--- src/rtl/cx8_pkg.sv ---
`timescale 1ns/1ps
package cx8_pkg;

   // Operation phases of the sequencer.
   typedef enum logic [2:0] {
      ST_IDLE  = 3'd0,
      ST_READ  = 3'd1,
      ST_EVAL  = 3'd2,
      ST_WRITE = 3'd3
   } cx8_state_e;

   // An operation touches at most three consecutive bus words.
   localparam int WIN_WORDS = 3;
   localparam int PIECE_W   = 2;
   localparam int SEL_W     = 2;

endpackage

--- src/rtl/cx8_piece_map.sv ---
`timescale 1ns/1ps
// Maps a piece index to the bus word, lane mask and window slot it covers.
module cx8_piece_map
   import cx8_pkg::*;
#(
   parameter int ADDR_W = 32,
   parameter int BUS_W  = 32
) (
   input  logic [ADDR_W-$clog2(BUS_W/8)-1:0] base_word,
   input  logic [$clog2(BUS_W/8)-1:0]        ofs,
   input  logic [PIECE_W-1:0]                piece,
   output logic [ADDR_W-$clog2(BUS_W/8)-1:0] word_addr,
   output logic [BUS_W/8-1:0]                be,
   output logic [SEL_W-1:0]                  sel
);
   localparam int BYTES = BUS_W / 8;
   localparam int OFS_W = $clog2(BYTES);
   localparam int WA_W  = ADDR_W - OFS_W;

   logic [BYTES-1:0]   hi_mask;
   logic [BYTES-1:0]   lo_mask;
   logic [PIECE_W:0]   piece_inc;
   logic               aligned;

   assign aligned   = (ofs == '0);
   assign hi_mask   = {BYTES{1'b1}} << ofs;
   assign lo_mask   = ~hi_mask;
   assign piece_inc = {1'b0, piece} + {{PIECE_W{1'b0}}, 1'b1};

   always_comb begin
      if (aligned) begin
         // Whole words: piece 0 -> slot 0, piece 1 -> slot 1.
         sel = piece;
         be  = {BYTES{1'b1}};
      end else begin
         // Straddling: slots 0,1,1,2 with upper-lane / lower-lane masks.
         sel = piece_inc[PIECE_W:1];
         be  = piece[0] ? lo_mask : hi_mask;
      end
   end

   assign word_addr = base_word + {{(WA_W-SEL_W){1'b0}}, sel};

endmodule

--- src/rtl/cx8_lane_window.sv ---
`timescale 1ns/1ps
// Three-word byte window: gathers read pieces and slices write data.
module cx8_lane_window
   import cx8_pkg::*;
#(
   parameter int BUS_W = 32
) (
   input  logic                        clk,
   input  logic                        rst_n,
   input  logic                        cap,
   input  logic [SEL_W-1:0]            sel,
   input  logic [BUS_W/8-1:0]          be,
   input  logic [BUS_W-1:0]            rdata,
   input  logic [$clog2(BUS_W/8)-1:0]  ofs,
   input  logic [2*BUS_W-1:0]          wval,
   output logic [2*BUS_W-1:0]          rd_val,
   output logic [BUS_W-1:0]            wdata
);
   localparam int BYTES = BUS_W / 8;
   localparam int OP_W  = 2 * BUS_W;
   localparam int WIN_W = WIN_WORDS * BUS_W;

   logic [WIN_W-1:0] win_flat;
   logic [WIN_W-1:0] wr_shift;

   for (genvar w = 0; w < WIN_WORDS; w++) begin : g_word
      logic [BUS_W-1:0] word_q;
      always_ff @(posedge clk or negedge rst_n) begin
         if (!rst_n) begin
            word_q <= '0;
         end else if (cap && (sel == SEL_W'(w))) begin
            for (int b = 0; b < BYTES; b++) begin
               if (be[b]) word_q[b*8 +: 8] <= rdata[b*8 +: 8];
            end
         end
      end
      assign win_flat[w*BUS_W +: BUS_W] = word_q;
   end

   // Operand byte j sits at window byte ofs+j.
   assign rd_val   = win_flat[{ofs, 3'b000} +: OP_W];
   assign wr_shift = {{BUS_W{1'b0}}, wval} << {ofs, 3'b000};

   always_comb begin
      case (sel)
         2'd0:    wdata = wr_shift[BUS_W-1:0];
         2'd1:    wdata = wr_shift[2*BUS_W-1:BUS_W];
         default: wdata = wr_shift[3*BUS_W-1:2*BUS_W];
      endcase
   end

endmodule

--- src/rtl/cx8_ctrl.sv ---
`timescale 1ns/1ps
// Phase and piece sequencing: all reads, one compare step, all writes.
module cx8_ctrl
   import cx8_pkg::*;
(
   input  logic                clk,
   input  logic                rst_n,
   input  logic                start,
   input  logic                aligned,
   input  logic                rdy,
   output cx8_state_e          state,
   output logic [PIECE_W-1:0]  piece,
   output logic                rd_take,
   output logic                eval_now,
   output logic                wr_last
);
   logic [PIECE_W-1:0] last_piece;
   logic               on_last;

   assign last_piece = aligned ? PIECE_W'(1) : PIECE_W'(3);
   assign on_last    = (piece == last_piece);
   assign rd_take    = (state == ST_READ) && rdy;
   assign eval_now   = (state == ST_EVAL);
   assign wr_last    = (state == ST_WRITE) && rdy && on_last;

   always_ff @(posedge clk or negedge rst_n) begin
      if (!rst_n) begin
         state <= ST_IDLE;
         piece <= '0;
      end else begin
         case (state)
            ST_IDLE: begin
               if (start) begin
                  state <= ST_READ;
                  piece <= '0;
               end
            end
            ST_READ: begin
               if (rdy) begin
                  if (on_last) begin
                     state <= ST_EVAL;
                     piece <= '0;
                  end else begin
                     piece <= piece + PIECE_W'(1);
                  end
               end
            end
            ST_EVAL: begin
               state <= ST_WRITE;
            end
            ST_WRITE: begin
               if (rdy) begin
                  if (on_last) begin
                     state <= ST_IDLE;
                     piece <= '0;
                  end else begin
                     piece <= piece + PIECE_W'(1);
                  end
               end
            end
            default: state <= ST_IDLE;
         endcase
      end
   end

   // the write phase is entered only from the compare step.
   a_r4_write_after_eval: assert property (@(posedge clk) disable iff (!rst_n)
      (state == ST_WRITE && $past(state) != ST_WRITE) |-> $past(state) == ST_EVAL)
      else $error("write phase entered without completing reads");

   // piece index never passes the last piece of the current shape.
   a_r3_piece_bound: assert property (@(posedge clk) disable iff (!rst_n)
      (state == ST_READ || state == ST_WRITE) |-> piece <= last_piece)
      else $error("piece index out of range");

endmodule

--- src/rtl/cx8_atomic_seq.sv ---
`timescale 1ns/1ps
module cx8_atomic_seq
   import cx8_pkg::*;
#(
   parameter int ADDR_W = 32,
   parameter int BUS_W  = 32
) (
   input  logic                 clk,
   input  logic                 rst_n,
   input  logic                 req_valid,
   output logic                 req_ready,
   input  logic [ADDR_W-1:0]    req_addr,
   input  logic [2*BUS_W-1:0]   req_cmp,
   input  logic [2*BUS_W-1:0]   req_swap,
   output logic                 bus_cyc,
   output logic [ADDR_W-1:0]    bus_addr,
   output logic [BUS_W/8-1:0]   bus_be,
   output logic                 bus_wr,
   output logic [BUS_W-1:0]     bus_wdata,
   input  logic [BUS_W-1:0]     bus_rdata,
   input  logic                 bus_rdy,
   output logic                 bus_lock,
   output logic                 bus_split,
   output logic                 done,
   output logic [2*BUS_W-1:0]   old_val,
   output logic                 success
);
   localparam int BYTES = BUS_W / 8;
   localparam int OFS_W = $clog2(BYTES);
   localparam int OP_W  = 2 * BUS_W;
   localparam int WA_W  = ADDR_W - OFS_W;

   if (BUS_W < 16 || (BUS_W & (BUS_W - 1)) != 0) begin : g_bad_bus
      $error("cx8_atomic_seq: BUS_W must be a power of two, at least 16");
   end
   if (ADDR_W <= OFS_W + 2) begin : g_bad_addr
      $error("cx8_atomic_seq: ADDR_W too small for a three-word window");
   end

   cx8_state_e          state;
   logic [PIECE_W-1:0]  piece;
   logic                rd_take;
   logic                eval_now;
   logic                wr_last;
   logic                start;

   logic [ADDR_W-1:0]   addr_q;
   logic [OP_W-1:0]     cmp_q;
   logic [OP_W-1:0]     swap_q;
   logic [OP_W-1:0]     wval_q;
   logic                match_q;
   logic                done_q;
   logic [OP_W-1:0]     old_q;
   logic                succ_q;

   logic [OFS_W-1:0]    ofs;
   logic [WA_W-1:0]     base_word;
   logic                aligned;
   logic [WA_W-1:0]     word_addr;
   logic [SEL_W-1:0]    sel;
   logic [BYTES-1:0]    be;
   logic [OP_W-1:0]     read_val;

   assign ofs       = addr_q[OFS_W-1:0];
   assign base_word = addr_q[ADDR_W-1:OFS_W];
   assign aligned   = (ofs == '0);
   assign req_ready = (state == ST_IDLE);
   assign start     = req_valid && req_ready;

   cx8_ctrl i_ctrl (
      .clk      (clk),
      .rst_n    (rst_n),
      .start    (start),
      .aligned  (aligned),
      .rdy      (bus_rdy),
      .state    (state),
      .piece    (piece),
      .rd_take  (rd_take),
      .eval_now (eval_now),
      .wr_last  (wr_last)
   );

   cx8_piece_map #(.ADDR_W(ADDR_W), .BUS_W(BUS_W)) i_map (
      .base_word (base_word),
      .ofs       (ofs),
      .piece     (piece),
      .word_addr (word_addr),
      .be        (be),
      .sel       (sel)
   );

   cx8_lane_window #(.BUS_W(BUS_W)) i_win (
      .clk    (clk),
      .rst_n  (rst_n),
      .cap    (rd_take),
      .sel    (sel),
      .be     (be),
      .rdata  (bus_rdata),
      .ofs    (ofs),
      .wval   (wval_q),
      .rd_val (read_val),
      .wdata  (bus_wdata)
   );

   always_ff @(posedge clk or negedge rst_n) begin
      if (!rst_n) begin
         addr_q  <= '0;
         cmp_q   <= '0;
         swap_q  <= '0;
         wval_q  <= '0;
         match_q <= 1'b0;
         done_q  <= 1'b0;
         old_q   <= '0;
         succ_q  <= 1'b0;
      end else begin
         if (start) begin
            addr_q <= req_addr;
            cmp_q  <= req_cmp;
            swap_q <= req_swap;
         end
         if (eval_now) begin
            match_q <= (read_val == cmp_q);
            wval_q  <= (read_val == cmp_q) ? swap_q : read_val;
         end
         done_q <= wr_last;
         if (wr_last) begin
            old_q  <= read_val;
            succ_q <= match_q;
         end
      end
   end

   assign bus_cyc   = (state == ST_READ) || (state == ST_WRITE);
   assign bus_wr    = (state == ST_WRITE);
   assign bus_lock  = (state == ST_READ) || (state == ST_EVAL) || (state == ST_WRITE);
   assign bus_split = bus_lock && aligned;
   assign bus_addr  = {word_addr, {OFS_W{1'b0}}};
   assign bus_be    = be;
   assign done      = done_q;
   assign old_val   = old_q;
   assign success   = succ_q;

   // taking a request makes the block busy on the next cycle.
   a_r1_busy_after_take: assert property (@(posedge clk) disable iff (!rst_n)
      (req_valid && req_ready) |=> !req_ready)
      else $error("request taken but sequencer still idle");

   // no bus cycle runs without the lock.
   a_r5_lock_on_cycle: assert property (@(posedge clk) disable iff (!rst_n)
      bus_cyc |-> bus_lock)
      else $error("bus cycle without lock");

   // lock is already released when completion is reported.
   a_r5_lock_free_at_done: assert property (@(posedge clk) disable iff (!rst_n)
      done |-> !bus_lock)
      else $error("lock still held at completion");

   // cycle attributes stay put through wait states.
   a_r6_hold_until_ready: assert property (@(posedge clk) disable iff (!rst_n)
      (bus_cyc && !bus_rdy) |=> (bus_cyc && $stable(bus_addr) && $stable(bus_be)
                                 && $stable(bus_wr) && $stable(bus_wdata)))
      else $error("bus cycle changed before ready");

   // every cycle enables at least one lane.
   a_r3_lanes_nonzero: assert property (@(posedge clk) disable iff (!rst_n)
      bus_cyc |-> (bus_be != '0))
      else $error("bus cycle with no lanes");

   // split-marked cycles are full-width.
   a_r2_split_full_lanes: assert property (@(posedge clk) disable iff (!rst_n)
      (bus_cyc && bus_split) |-> (&bus_be))
      else $error("split-marked cycle is not full width");

   // completion follows an acknowledged write.
   a_r9_done_after_write: assert property (@(posedge clk) disable iff (!rst_n)
      done |-> $past(bus_cyc && bus_rdy && bus_wr))
      else $error("done without a final write");

endmodule

--- config.mk ---
export PLATFORM = sky130hd
export DESIGN_NAME = cx8_atomic_seq
export DESIGN_NICKNAME = d
export VERILOG_FILES = /design/src/rtl/cx8_pkg.sv /design/src/rtl/cx8_piece_map.sv /design/src/rtl/cx8_lane_window.sv /design/src/rtl/cx8_ctrl.sv /design/src/rtl/cx8_atomic_seq.sv
export SDC_FILE = /design/constraint.sdc
export NUM_CORES = 1
export LEC_CHECK = 0
export ABC_CLOCK_PERIOD_IN_PS = 5000
export BUFFER_PORTS_ARGS = -buffer_cell sky130_fd_sc_hd__buf_2
export CAP_MARGIN = 0
export CORE_MARGIN = 2
export CORE_UTILIZATION = 55
export CTS_BUF_LIST = sky130_fd_sc_hd__clkbuf_8
export DETAILED_ROUTE_END_ITERATION = 16
export PLACE_DENSITY = 0.75
export SLEW_MARGIN = 20
export SYNTH_ARGS = -nofsm -noshare
export SYNTH_HDL_FRONTEND = slang
export SYNTH_SLANG_ARGS = --single-unit
--- constraint.sdc ---
create_clock -name clk -period 5 [get_ports clk]
set_clock_uncertainty 0.2 [all_clocks]
set_input_delay 0.5 -clock clk [delete_from_list [all_inputs] [get_ports clk]]
set_output_delay 0.5 -clock clk [all_outputs]
set_load 0.05 [all_outputs]
==> flow_summary_export.csv <==
group,metric,value,unit
outcome,outcome,"finished clean",
placement,port_buffers,332,
global_routing,grt_max_degree,140,
placement,dp_hpwl,42800,um
detailed_routing,wl_per_cell,25.3,um
finish,instances_no_fill,2487,
synthesis,synth_top_flop_cell,"dfrtp_1",
cts,cts.sinks,383,
synthesis,avgSynthCellArea,13.1,sq um
sta,final.setup.tns,0,ns
worst_setup_path,slowest_delay,0.65,ns
synthesis,synth-compound-area-share,5.28,%
sta,post-route-period-util,96.0,%
detailed_routing,drt-initial-drc-count,1246,
sta,setup_violations,0,
sta,hold_violations,0,
worst_setup_path,cp.required,4.30,ns
sta,slew_headroom,30.7,%
global_routing,grt_use_total,34.8,%
sta,fmax,208,MHz
synthesis,synth.distinct_cells,36,
worst_setup_path,path_class,"flip-flop to output pin",
detailed_routing,routed_wl,63000,um
global_routing,grt_pass1_wl,93200,um
synthesis,synth_fa_ha_area_share,0.755,%
hold_path,hold_class,"input pin to flip-flop",
detailed_routing,viasPerCell,6.10,
cts,clkTransAtPathRegs,0.06,ns
finish,syn_to_final_growth,27.7,%
cts,cts_tree,"yes",
job,maxCapViolCount,0,
worst_setup_path,end_kind,"output pin",
global_routing,grt-ovfl-total,0,
sta,drv_slew,0,
placement,dp.cells,2175,
synthesis,synth_area_leaders,"dfrtp_1 50%, mux2_2 20%, mux4_2 7.5%",
cts,htreeDepth,3,
cts,cts_buffers,67,
cts,clk-insertion-delay-late,0.62,ns
floorplanning,std_cell_rows,68,
worst_setup_path,cp_max_fo,5,
synthesis,synth.most_common_cell,"dfrtp_1",
synthesis,synth-edff-count,0,
worst_setup_path,critPathArrivalTime,4.10,ns
worst_setup_path,worst_setup_path_start_kind,"flip-flop",
synthesis,syn_area,19200,sq um
synthesis,yosys_warnings,0,
synthesis,synthSimpleGateAreaFrac,4.46,%
detailed_routing,routed-wl-met3,5020,um
floorplanning,core-area,34500,sq um
synthesis,muxShareOfSynthArea,32.8,%
synthesis,synth_cells,1468,
power_and_ir_drop,p_leak,11.7,nW
global_routing,first_global_vias,15500,
synthesis,synth_top_family_by_area,"multiplexers",
sta,fin_crit,4.80,ns
finish,post-route-util,71.3,%
synthesis,synth_top_area_share,49.9,%
power_and_ir_drop,power.density,812,nW/um^2
floorplanning,fp.dieH,191,um
detailed_routing,drt-met1-wl,24300,um
worst_setup_path,path_cells,"nor2_1 > mux2_2 > ha_1 > a21o_1 > nand4_1 > or4_1 > nor2_2 > and3_1 > nand3_1 > xnor2_1 > buf_2",
finish,final_nets,2190,
synthesis,ys_async_sr_fraction,100,%
floorplanning,die_w,191,um
global_routing,antenna_found_initial,2,
power_and_ir_drop,vdd_drop_max,921,uV
cts,clock_path_buffers,3,
detailed_routing,route.detailed.drc,0,
detailed_routing,highest_layer,"met4",
detailed_routing,ant_nets,0,
sta,worstMarginPinSlew,1.04,ns
cts,cts_root_buf,"clkbuf_8",
worst_setup_path,slowest_stage,"or4_1",
finish,final_layout_size_suffix_gt1_share,42.3,%
detailed_routing,wl_met2,30100,um
power_and_ir_drop,finalPower,0.0199,W
placement,gp_congestion,0.908,
sta,rsz0062_at_grt,"false",
detailed_routing,dr.pass1.iters,5,
floorplanning,pin_count,335,
synthesis,yosys-top-cells-count,"383 x dfrtp_1, 337 x mux2_2, 106 x mux2i_1",
synthesis,synth_xor_area_share,4.24,%
synthesis,yosysSeqAreaShare,49.9,%
cts,cts_setup_buffers,0,
detailed_routing,num_vias,15200,
floorplanning,initial_core_util,55.8,%
synthesis,yosys.area.top_type,"dfrtp_1",
floorplanning,dieArea,36500,sq um
finish,fill_cells,2331,
synthesis,ys_seq_elements,383,
==> cell type report <==
cell class	instances	area, sq um	share of cell area, %
inverters	14	52.6	0.214
flip-flops and latches	383	9590	39.1
repair buffers	540	3780	15.4
well taps	455	569	2.32
clock buffers	86	1180	4.82
clock inverters	30	204	0.831
diodes	2	5.00	0.0204
multi-input cells	977	9170	37.3
==> placed cells by master (no fill, tap or decap), drive strengths merged, types with 23 or more instances in the layout <==
master / instances
o21ai: 38
mux2: 337
mux4: 64
dfrtp: 383
buf: 346
nand2: 25
xnor2: 78
inv: 31
nand4: 23
dlygate4sd3: 194
mux2i: 106
a21oi: 96
clkbuf: 86
nor2: 96
==> critical path, delay by kind of cell (launching register included) <==
| kind | cells | cell delay [ns] |
|---|---|---|
| flops | 1 | 0.49 |
| mux | 1 | 0.43 |
| buf+inv | 1 | 0.29 |
| simple gates | 6 | 1.69 |
| fa+ha+maj | 1 | 0.29 |
| compound gates | 1 | 0.13 |
| xor+xnor | 1 | 0.17 |
==> logic make-up after synthesis <==
| family | after synthesis |
|---|---|
| multiplexers | 507 |
| flip-flops | 383 |
| AND/OR/NAND/NOR | 186 |
| AO/OA/AOI/OAI | 178 |
| buffers and inverters | 109 |
| XOR/XNOR | 93 |
| adder cells (fa/ha/maj) | 11 |
| other | 1 |
==> state kept, by name, indices dropped and copies added (netlist names) <==
| register | flops |
|---|---|
| cmp_q | 64 |
| done | 1 |
| old_val | 64 |
| match_q | 1 |
| i_win.g_word.word_q | 88 |
| i_ctrl.state | 2 |
| i_ctrl.piece | 2 |
| swap_q | 64 |
| success | 1 |
| wval_q | 64 |
| addr_q | 32 |
==> final timing paths <==
| path | startpoint | end | slack, ns | cells past startpoint |
|---|---|---|---|---|
| worst max-delay path | addr_q[0] | bus_addr[31] | 0.20 | 11 |
| worst min-delay path | req_valid | i_ctrl.state[0] | 0.12 | 4 |
| worst max register to register | addr_q[0] | wval_q[9] | 1.10 | 9 |
| worst min register to register | old_val[8] | old_val[8] | 0.30 | 1 |
| max in group asynchronous | rst_n | i_win.g_word[1].word_q[11] | 2.98 | 3 |
| min in group asynchronous | rst_n | wval_q[17] | 0.32 | 2 |
==> metrics by stage <==
stage	instance area [sq um]	worst slack (ns)	hold WS (ns)
global route	24600	0.0255	0.125
global placement	21200	0.928	0.282
finish	24600	0.198	0.125
floorplan	19200	0.737	0.00441
detailed placement	21200	0.799	0.288
CTS	24500	0.0971	0.0859
==> repair_timing <==
item,CTS,global route
endpoints found under the hold margin,340,0
setup endpoints to repair,0,4
gates resized for setup,0,3
hold buffers,194,0
==> routing by layer <==
metal | vias up | GRT usage [%]
met5 | - | 0
met3 | 202 | 7.44
met2 | 797 | 55.3
met4 | 0 | 18.7
li1 | 6406 | -
met1 | 7765 | 44.9
==> power by group <==
part	internal [W]	switching, W
Sequential	0.00456	0.00143
Combinational	0.00408	0.00687
Clock	0.00165	0.00134
Total	0.0103	0.00964
Note: power is estimated with default switching activity, not from simulation.
